--- config.mk ---
export PLATFORM = sky130hd
export DESIGN_NAME = mmio_char_port
export DESIGN_NICKNAME = d
export VERILOG_FILES = /design/src/rtl/char_port_pkg.sv /design/src/rtl/char_byte_fifo.sv /design/src/rtl/char_irq_gen.sv /design/src/rtl/mmio_char_port.sv
export SDC_FILE = /design/constraint.sdc
export NUM_CORES = 1
export LEC_CHECK = 0
export ABC_AREA = 1
export BUFFER_PORTS_ARGS = -buffer_cell sky130_fd_sc_hd__buf_2
export CAP_MARGIN = 20
export CORE_MARGIN = 2
export CORE_UTILIZATION = 50
export DETAILED_ROUTE_END_ITERATION = 16
export PLACE_DENSITY = 0.73
export SKIP_LAST_GASP = 1
export SLEW_MARGIN = 20
export SYNTH_ARGS = -nofsm -noshare
export SYNTH_HDL_FRONTEND = slang
export SYNTH_SLANG_ARGS = --single-unit
export TNS_END_PERCENT = 50
--- constraint.sdc ---
create_clock -name clk -period 6.75 [get_ports clk]
set_clock_uncertainty 0.2 [all_clocks]
set_input_delay 0 -clock clk [delete_from_list [all_inputs] [get_ports clk]]
set_output_delay 0 -clock clk [all_outputs]
set_load 0.05 [all_outputs]
--- src/rtl/char_port_pkg.sv ---
`timescale 1ns/1ps
package char_port_pkg;
    // register select values
    localparam logic SEL_DATA = 1'b0;
    localparam logic SEL_CTRL = 1'b1;

    // bit positions that software decodes
    localparam int B_RD_EN   = 0;
    localparam int B_WR_EN   = 1;
    localparam int B_RD_PEND = 8;
    localparam int B_WR_PEND = 9;
    localparam int B_VALID   = 15;
    localparam int B_LEVEL   = 16;

    typedef struct packed {
        logic rd_en;
        logic wr_en;
    } irq_enables_t;

    typedef struct packed {
        irq_enables_t en;
        logic [31:0]  rdata;
    } port_state_t;
endpackage

--- src/rtl/char_byte_fifo.sv ---
`timescale 1ns/1ps
module char_byte_fifo #(
    parameter int DEPTH = 64,
    localparam int AW = (DEPTH > 1) ? $clog2(DEPTH) : 1,
    localparam int CW = $clog2(DEPTH + 1)
) (
    input  logic          clk,
    input  logic          rst_n,
    input  logic          push,
    input  logic [7:0]    push_data,
    input  logic          pop,
    output logic [7:0]    head_data,
    output logic [CW-1:0] level,
    output logic          full,
    output logic          empty
);
    typedef struct packed {
        logic [AW-1:0] wr_ptr;
        logic [AW-1:0] rd_ptr;
        logic [CW-1:0] count;
    } fifo_state_t;

    fifo_state_t st_d, st_q;
    logic [7:0]  mem [DEPTH];
    logic        push_ok, pop_ok;

    function automatic logic [AW-1:0] step(input logic [AW-1:0] p);
        return (p == AW'(DEPTH - 1)) ? '0 : p + AW'(1);
    endfunction

    always_comb begin
        st_d    = st_q;
        push_ok = push && (st_q.count != CW'(DEPTH));
        pop_ok  = pop && (st_q.count != '0);
        if (push_ok) st_d.wr_ptr = step(st_q.wr_ptr);
        if (pop_ok)  st_d.rd_ptr = step(st_q.rd_ptr);
        case ({push_ok, pop_ok})
            2'b10:   st_d.count = st_q.count + CW'(1);
            2'b01:   st_d.count = st_q.count - CW'(1);
            default: st_d.count = st_q.count;
        endcase
    end

    always_ff @(posedge clk or negedge rst_n) begin
        if (!rst_n) st_q <= '0;
        else        st_q <= st_d;
    end

    always_ff @(posedge clk) begin
        if (push_ok) mem[st_q.wr_ptr] <= push_data;
    end

    assign head_data = mem[st_q.rd_ptr];
    assign level     = st_q.count;
    assign full      = (st_q.count == CW'(DEPTH));
    assign empty     = (st_q.count == '0);
endmodule

--- src/rtl/char_irq_gen.sv ---
`timescale 1ns/1ps
module char_irq_gen #(
    parameter int DEPTH     = 64,
    parameter int RD_THRESH = 8,
    parameter int WR_THRESH = 8,
    localparam int CW = $clog2(DEPTH + 1)
) (
    input  logic [CW-1:0] rx_level,
    input  logic [CW-1:0] tx_level,
    input  logic          rd_en,
    input  logic          wr_en,
    output logic          rd_pend,
    output logic          wr_pend,
    output logic          irq
);
    logic [CW-1:0] rx_space;

    always_comb begin
        rx_space = CW'(DEPTH) - rx_level;
        rd_pend  = (rx_space <= CW'(RD_THRESH));
        wr_pend  = (tx_level <= CW'(WR_THRESH));
        irq      = (rd_pend && rd_en) || (wr_pend && wr_en);
    end
endmodule

--- src/rtl/mmio_char_port.sv ---
`timescale 1ns/1ps
module mmio_char_port
    import char_port_pkg::*;
#(
    parameter int DEPTH     = 64,
    parameter int RD_THRESH = 8,
    parameter int WR_THRESH = 8,
    localparam int CW = $clog2(DEPTH + 1)
) (
    input  logic        clk,
    input  logic        rst_n,
    input  logic        bus_addr,
    input  logic        bus_read,
    input  logic        bus_write,
    input  logic [31:0] bus_wdata,
    output logic [31:0] bus_rdata,
    input  logic [7:0]  host_rx_data,
    input  logic        host_rx_valid,
    output logic        host_rx_ready,
    output logic [7:0]  host_tx_data,
    output logic        host_tx_valid,
    input  logic        host_tx_ready,
    output logic        irq
);
    port_state_t   st_d, st_q;

    logic [CW-1:0] rx_level, tx_level;
    logic          rx_full, rx_empty, tx_full, tx_empty;
    logic [7:0]    rx_head;
    logic          tx_push, tx_pop, rx_push, rx_pop;
    logic          rd_pend, wr_pend;
    logic          rd_irq_en, wr_irq_en;
    logic [15:0]   rx_left, tx_space;
    logic          unused_wdata_bits;

    assign unused_wdata_bits = ^bus_wdata[31:8];

    assign tx_push = bus_write && (bus_addr == SEL_DATA);
    assign tx_pop  = host_tx_valid && host_tx_ready;
    assign rx_push = host_rx_valid && host_rx_ready;
    assign rx_pop  = bus_read && (bus_addr == SEL_DATA) && !rx_empty;

    char_byte_fifo #(.DEPTH(DEPTH)) u_tx_fifo (
        .clk       (clk),
        .rst_n     (rst_n),
        .push      (tx_push),
        .push_data (bus_wdata[7:0]),
        .pop       (tx_pop),
        .head_data (host_tx_data),
        .level     (tx_level),
        .full      (tx_full),
        .empty     (tx_empty)
    );

    char_byte_fifo #(.DEPTH(DEPTH)) u_rx_fifo (
        .clk       (clk),
        .rst_n     (rst_n),
        .push      (rx_push),
        .push_data (host_rx_data),
        .pop       (rx_pop),
        .head_data (rx_head),
        .level     (rx_level),
        .full      (rx_full),
        .empty     (rx_empty)
    );

    char_irq_gen #(
        .DEPTH     (DEPTH),
        .RD_THRESH (RD_THRESH),
        .WR_THRESH (WR_THRESH)
    ) u_irq (
        .rx_level (rx_level),
        .tx_level (tx_level),
        .rd_en    (rd_irq_en),
        .wr_en    (wr_irq_en),
        .rd_pend  (rd_pend),
        .wr_pend  (wr_pend),
        .irq      (irq)
    );

    assign host_tx_valid = !tx_empty;
    assign host_rx_ready = !rx_full;
    assign rd_irq_en     = st_q.en.rd_en;
    assign wr_irq_en     = st_q.en.wr_en;

    always_comb begin
        st_d     = st_q;
        rx_left  = 16'(rx_level) - (rx_pop ? 16'd1 : 16'd0);
        tx_space = 16'(DEPTH) - 16'(tx_level);

        if (bus_write && (bus_addr == SEL_CTRL)) begin
            st_d.en.rd_en = bus_wdata[B_RD_EN];
            st_d.en.wr_en = bus_wdata[B_WR_EN];
        end

        if (bus_read) begin
            st_d.rdata = '0;
            if (bus_addr == SEL_DATA) begin
                if (rx_pop) begin
                    st_d.rdata[7:0]     = rx_head;
                    st_d.rdata[B_VALID] = 1'b1;
                    st_d.rdata[31:B_LEVEL] = rx_left;
                end
            end else begin
                st_d.rdata[B_RD_EN]    = st_q.en.rd_en;
                st_d.rdata[B_WR_EN]    = st_q.en.wr_en;
                st_d.rdata[B_RD_PEND]  = rd_pend;
                st_d.rdata[B_WR_PEND]  = wr_pend;
                st_d.rdata[31:B_LEVEL] = tx_space;
            end
        end
    end

    always_ff @(posedge clk or negedge rst_n) begin
        if (!rst_n) st_q <= '0;
        else        st_q <= st_d;
    end

    assign bus_rdata = st_q.rdata;
endmodule

==> insert_results.sql <==
INSERT INTO impl_metrics (metric_group, metric, value, unit) VALUES
('clock_tree', 'cts-buffers-inserted', '106', ''),
('floorplan', 'placementRows', '110', ''),
('timing', 'final_setup_slack_of_the_worst_path', '2.22', 'ns'),
('clock_tree', 'worst_setup_hold_path_clk_slew', '0.06', 'ns'),
('routing', 'route.antenna.remaining_nets', '0', ''),
('synthesis', 'synth_seq_area_share', '71.2', '%'),
('placement', 'io_buffers', '60', ''),
('routing', 'drt_first_iter_violations', '3348', ''),
('final_layout', 'antenna_cells', '0', ''),
('worst_hold_path', 'cell_depth_of_the_worst_min_delay_path', '4', ''),
('timing', 'max-slew-margin-rel', '27.8', '%'),
('job', 'maxCapViolations', '0', ''),
('critical_path', 'reg2regPathDepth', '9', ''),
('timing', 'hold_viol', '0', ''),
('timing', 'max_clock_freq', '221', 'MHz'),
('global_route', 'maximum_number_of_pins_on_one_net_before_global_route_repair', '195', ''),
('timing', 'grt_setup_unrepaired', 'no', ''),
('placement', 'dp.cells', '5028', ''),
('routing', 'drt_drc_violations_left', '0', ''),
('synthesis', 'ys_top_cells_by_area', 'sky130_fd_sc_hd__edfxtp_1, sky130_fd_sc_hd__nand2_1, sky130_fd_sc_hd__nor2_1', ''),
('routing', 'dr.max_layer_used', 'met5', ''),
('synthesis', 'synth-warning-count', '0', ''),
('timing', 'layout_min_cycle_time', '4.53', 'ns'),
('placement', 'place_congestion', '0.881', ''),
('final_layout', 'multiInputGateArea', '11100', 'um^2'),
('global_route', 'gr-usage-all-layers', '22.6', '%'),
('worst_hold_path', 'holdCritStartpoint', 'bus_read', ''),
('global_route', 'antenna_violations_before_repair', '1', ''),
('synthesis', 'post_synth_instance_area', '45300', 'um^2'),
('floorplan', 'die_y', '305', 'um'),
('global_route', 'first_global_vias', '28900', ''),
('pwr', 'power.ir.vdd_worst', '0.000314', 'V'),
('synthesis', 'post_synthesis_cell_type_count', '47', ''),
('routing', 'route.final.wire_length', '106000', 'um'),
('final_layout', 'fin_nets', '4051', ''),
('synthesis', 'ys_seq_elements', '1083', ''),
('global_route', 'grt_overflow_total', '0', ''),
('final_layout', 'post_route_cells_drive_above_1_share', '6.97', '%'),
('final_layout', 'final_design_area_no_fill', '49900', 'um^2'),
('floorplan', 'floorplan.die_area', '93000', 'um^2'),
('placement', 'dp_worst_slack', '2.82', 'ns'),
('routing', 'route.layer.met1.wl', '42000', 'um'),
('clock_tree', 'clkSinkCount', '1083', ''),
('timing', 'hold_ws', '0.0679', 'ns'),
('floorplan', 'design.portCount', '90', ''),
('final_layout', 'instances_no_fill', '5250', ''),
('synthesis', 'synth_area_per_cell', '11.4', 'um^2'),
('timing', 'timing_worst_slew_pin_value', '1.08', 'ns'),
('floorplan', 'x_dimension_of_the_die', '305', 'um'),
('critical_path', 'timing.critical_path.to_type', 'output port', ''),
('pwr', 'power.leakage', '17.9', 'nW'),
('timing', 'setup_viol', '0', ''),
('clock_tree', 'cts.path.max_buffers', '3', ''),
('routing', 'vias', '29700', ''),
('clock_tree', 'clock_tree.root_cell', 'sky130_fd_sc_hd__clkbuf_16', ''),
('placement', 'post-dp-hpwl', '58500', 'um'),
('final_layout', 'num-fill-cells', '7206', ''),
('synthesis', 'synth.largest_area_cell', 'sky130_fd_sc_hd__edfxtp_1', ''),
('critical_path', 'timing.reg2reg.setup_slack', '2.63', 'ns'),
('pwr', 'pwr_density_cell', '398', 'nW/um^2'),
('critical_path', 'crit-reg2reg-capture', 'u_tx_fifo.mem[44][2]', ''),
('routing', 'met3RoutedLength', '7650', 'um'),
('status', 'outcome', 'finished clean', ''),
('synthesis', 'netlist.area_leader.share', '67.9', '%'),
('synthesis', 'number_of_enable_flip_flop_cells_after_synthesis', '1024', ''),
('worst_hold_path', 'worstHoldPathType', 'in -> reg', ''),
('final_layout', 'area.growth.synth_to_final', '10.1', '%'),
('synthesis', 'postSynthCellCount', '3982', ''),
('timing', 'setup_total_negative_slack', '0', 'ns'),
('floorplan', 'floorplan.initialDensity', '50.4', '%'),
('timing', 'timing_max_transition_violations_final', '0', '');
## cells in the final DEF (no fill, tap or decap), drive strengths merged, types with 6 or more instances in the layout
cell / n
a21oi: 55
buf: 96
bufinv: 6
clkbuf: 142
clkinv: 50
dfrtp: 59
dlygate4sd3: 27
edfxtp: 1024
ha: 15
inv: 221
nand2: 740
nand3: 291
nand4: 18
nor2: 701
nor3: 11
o211ai: 67
o21ai: 418
o221ai: 12
o22ai: 54
or2: 21
xnor2: 7
xor2: 18
## worst max-delay path: stages, from the launching register on
cell and delay [ns]:
sky130_fd_sc_hd__dfrtp_4 0.57, sky130_fd_sc_hd__buf_4 0.72, sky130_fd_sc_hd__buf_4 0.78, sky130_fd_sc_hd__o21ai_0 0.20, sky130_fd_sc_hd__o211ai_1 0.29, sky130_fd_sc_hd__o211ai_1 0.19
sky130_fd_sc_hd__nand3_1 0.16, sky130_fd_sc_hd__nand3_1 0.23, sky130_fd_sc_hd__nand2_1 0.14, sky130_fd_sc_hd__buf_2 0.27
## where the power goes
group	internal [W]	total, W	switching, W	leakage (nW)
combinational	0.00165	0.00612	0.00447	6.35
sequential	0.00766	0.00807	0.000408	9.92
clock	0.00321	0.00565	0.00244	1.62
## synth_stat cells, types with 9 or more instances
library cell,instances
sky130_fd_sc_hd__edfxtp_1,1024
sky130_fd_sc_hd__nand2_1,738
sky130_fd_sc_hd__nor2_1,699
sky130_fd_sc_hd__o21ai_0,404
sky130_fd_sc_hd__nand3_1,291
sky130_fd_sc_hd__inv_1,213
sky130_fd_sc_hd__buf_2,88
sky130_fd_sc_hd__clkbuf_1,85
sky130_fd_sc_hd__o211ai_1,67
sky130_fd_sc_hd__dfrtp_1,59
sky130_fd_sc_hd__a21oi_1,55
sky130_fd_sc_hd__o22ai_1,54
sky130_fd_sc_hd__buf_4,29
sky130_fd_sc_hd__or2_2,20
sky130_fd_sc_hd__xor2_1,18
sky130_fd_sc_hd__buf_1,16
sky130_fd_sc_hd__ha_1,15
sky130_fd_sc_hd__nand4_1,15
sky130_fd_sc_hd__o21ai_1,14
sky130_fd_sc_hd__o221ai_1,12
sky130_fd_sc_hd__nor3_1,10
sky130_fd_sc_hd__buf_6,9
## cell type report
type	instances	share of cell area [%]
Multi-Input combinational cell	2448	22.2
Sequential cell	1083	64.7
Tap cell	1176	2.95
Clock buffer	142	5.75
Timing Repair Buffer	123	1.80
Inverter	226	1.73
Clock inverter	52	0.878
## worst max path at each step
stage,end,cells after the start,start
after global placement,u_tx_fifo.mem[5][3],9,u_tx_fifo.level[0]
after CTS,host_tx_data[2],11,u_tx_fifo.st_q[8]
final,host_tx_data[5],9,u_tx_fifo.st_q[8]
after floorplan,u_tx_fifo.level[4],16,u_tx_fifo.level[0]
after global routing,host_tx_data[2],11,u_tx_fifo.st_q[8]
after detailed placement,u_tx_fifo.mem[4][4],9,u_tx_fifo.level[0]
## cells by family (layout without fill, tap and decap cells)
group / count (synthesis) / count (layout) / share of synthesized area (%)
other cells: 1 / 5 / 0.00828
compound gates: 616 / 616 / 7.48
fa+ha+maj: 16 / 16 / 0.459
flops: 1083 / 1083 / 71.2
simple gates: 1786 / 1786 / 16.0
xor+xnor: 25 / 25 / 0.483
buf+inv: 455 / 543 / 4.43
## registers in the layout, indices dropped and copies added (netlist names)
register and count:
wr_irq_en 1, u_tx_fifo.level 7, bus_rdata 19, u_rx_fifo.mem 512
u_rx_fifo.st_q 12, u_tx_fifo.st_q 12, u_tx_fifo.mem 512, rd_irq_en 1
u_rx_fifo.level 7
## through the flow
step	total power (W)	util [%]
4_1_cts	0.0198	55.5
3_3_place_gp	0.0141	51.5
6_report	0.0198	55.5
5_1_grt	0.0208	55.5
2_1_floorplan	0.0124	-
3_5_place_dp	0.0142	51.5
## metal layers
metal | track usage, % | up-vias
met5 | 0 | -
met3 | 3.07 | 235
met1 | 29.4 | 14400
met2 | 38.6 | 1260
met4 | 9.06 | 2
li1 | - | 13800
## what timing repair did
item                      in CTS  in global routing
gates resized for setup        0                  0
hold buffers                  28                  0
hold endpoints to repair    1132                  0
Note: power is estimated with default switching activity, not from simulation.
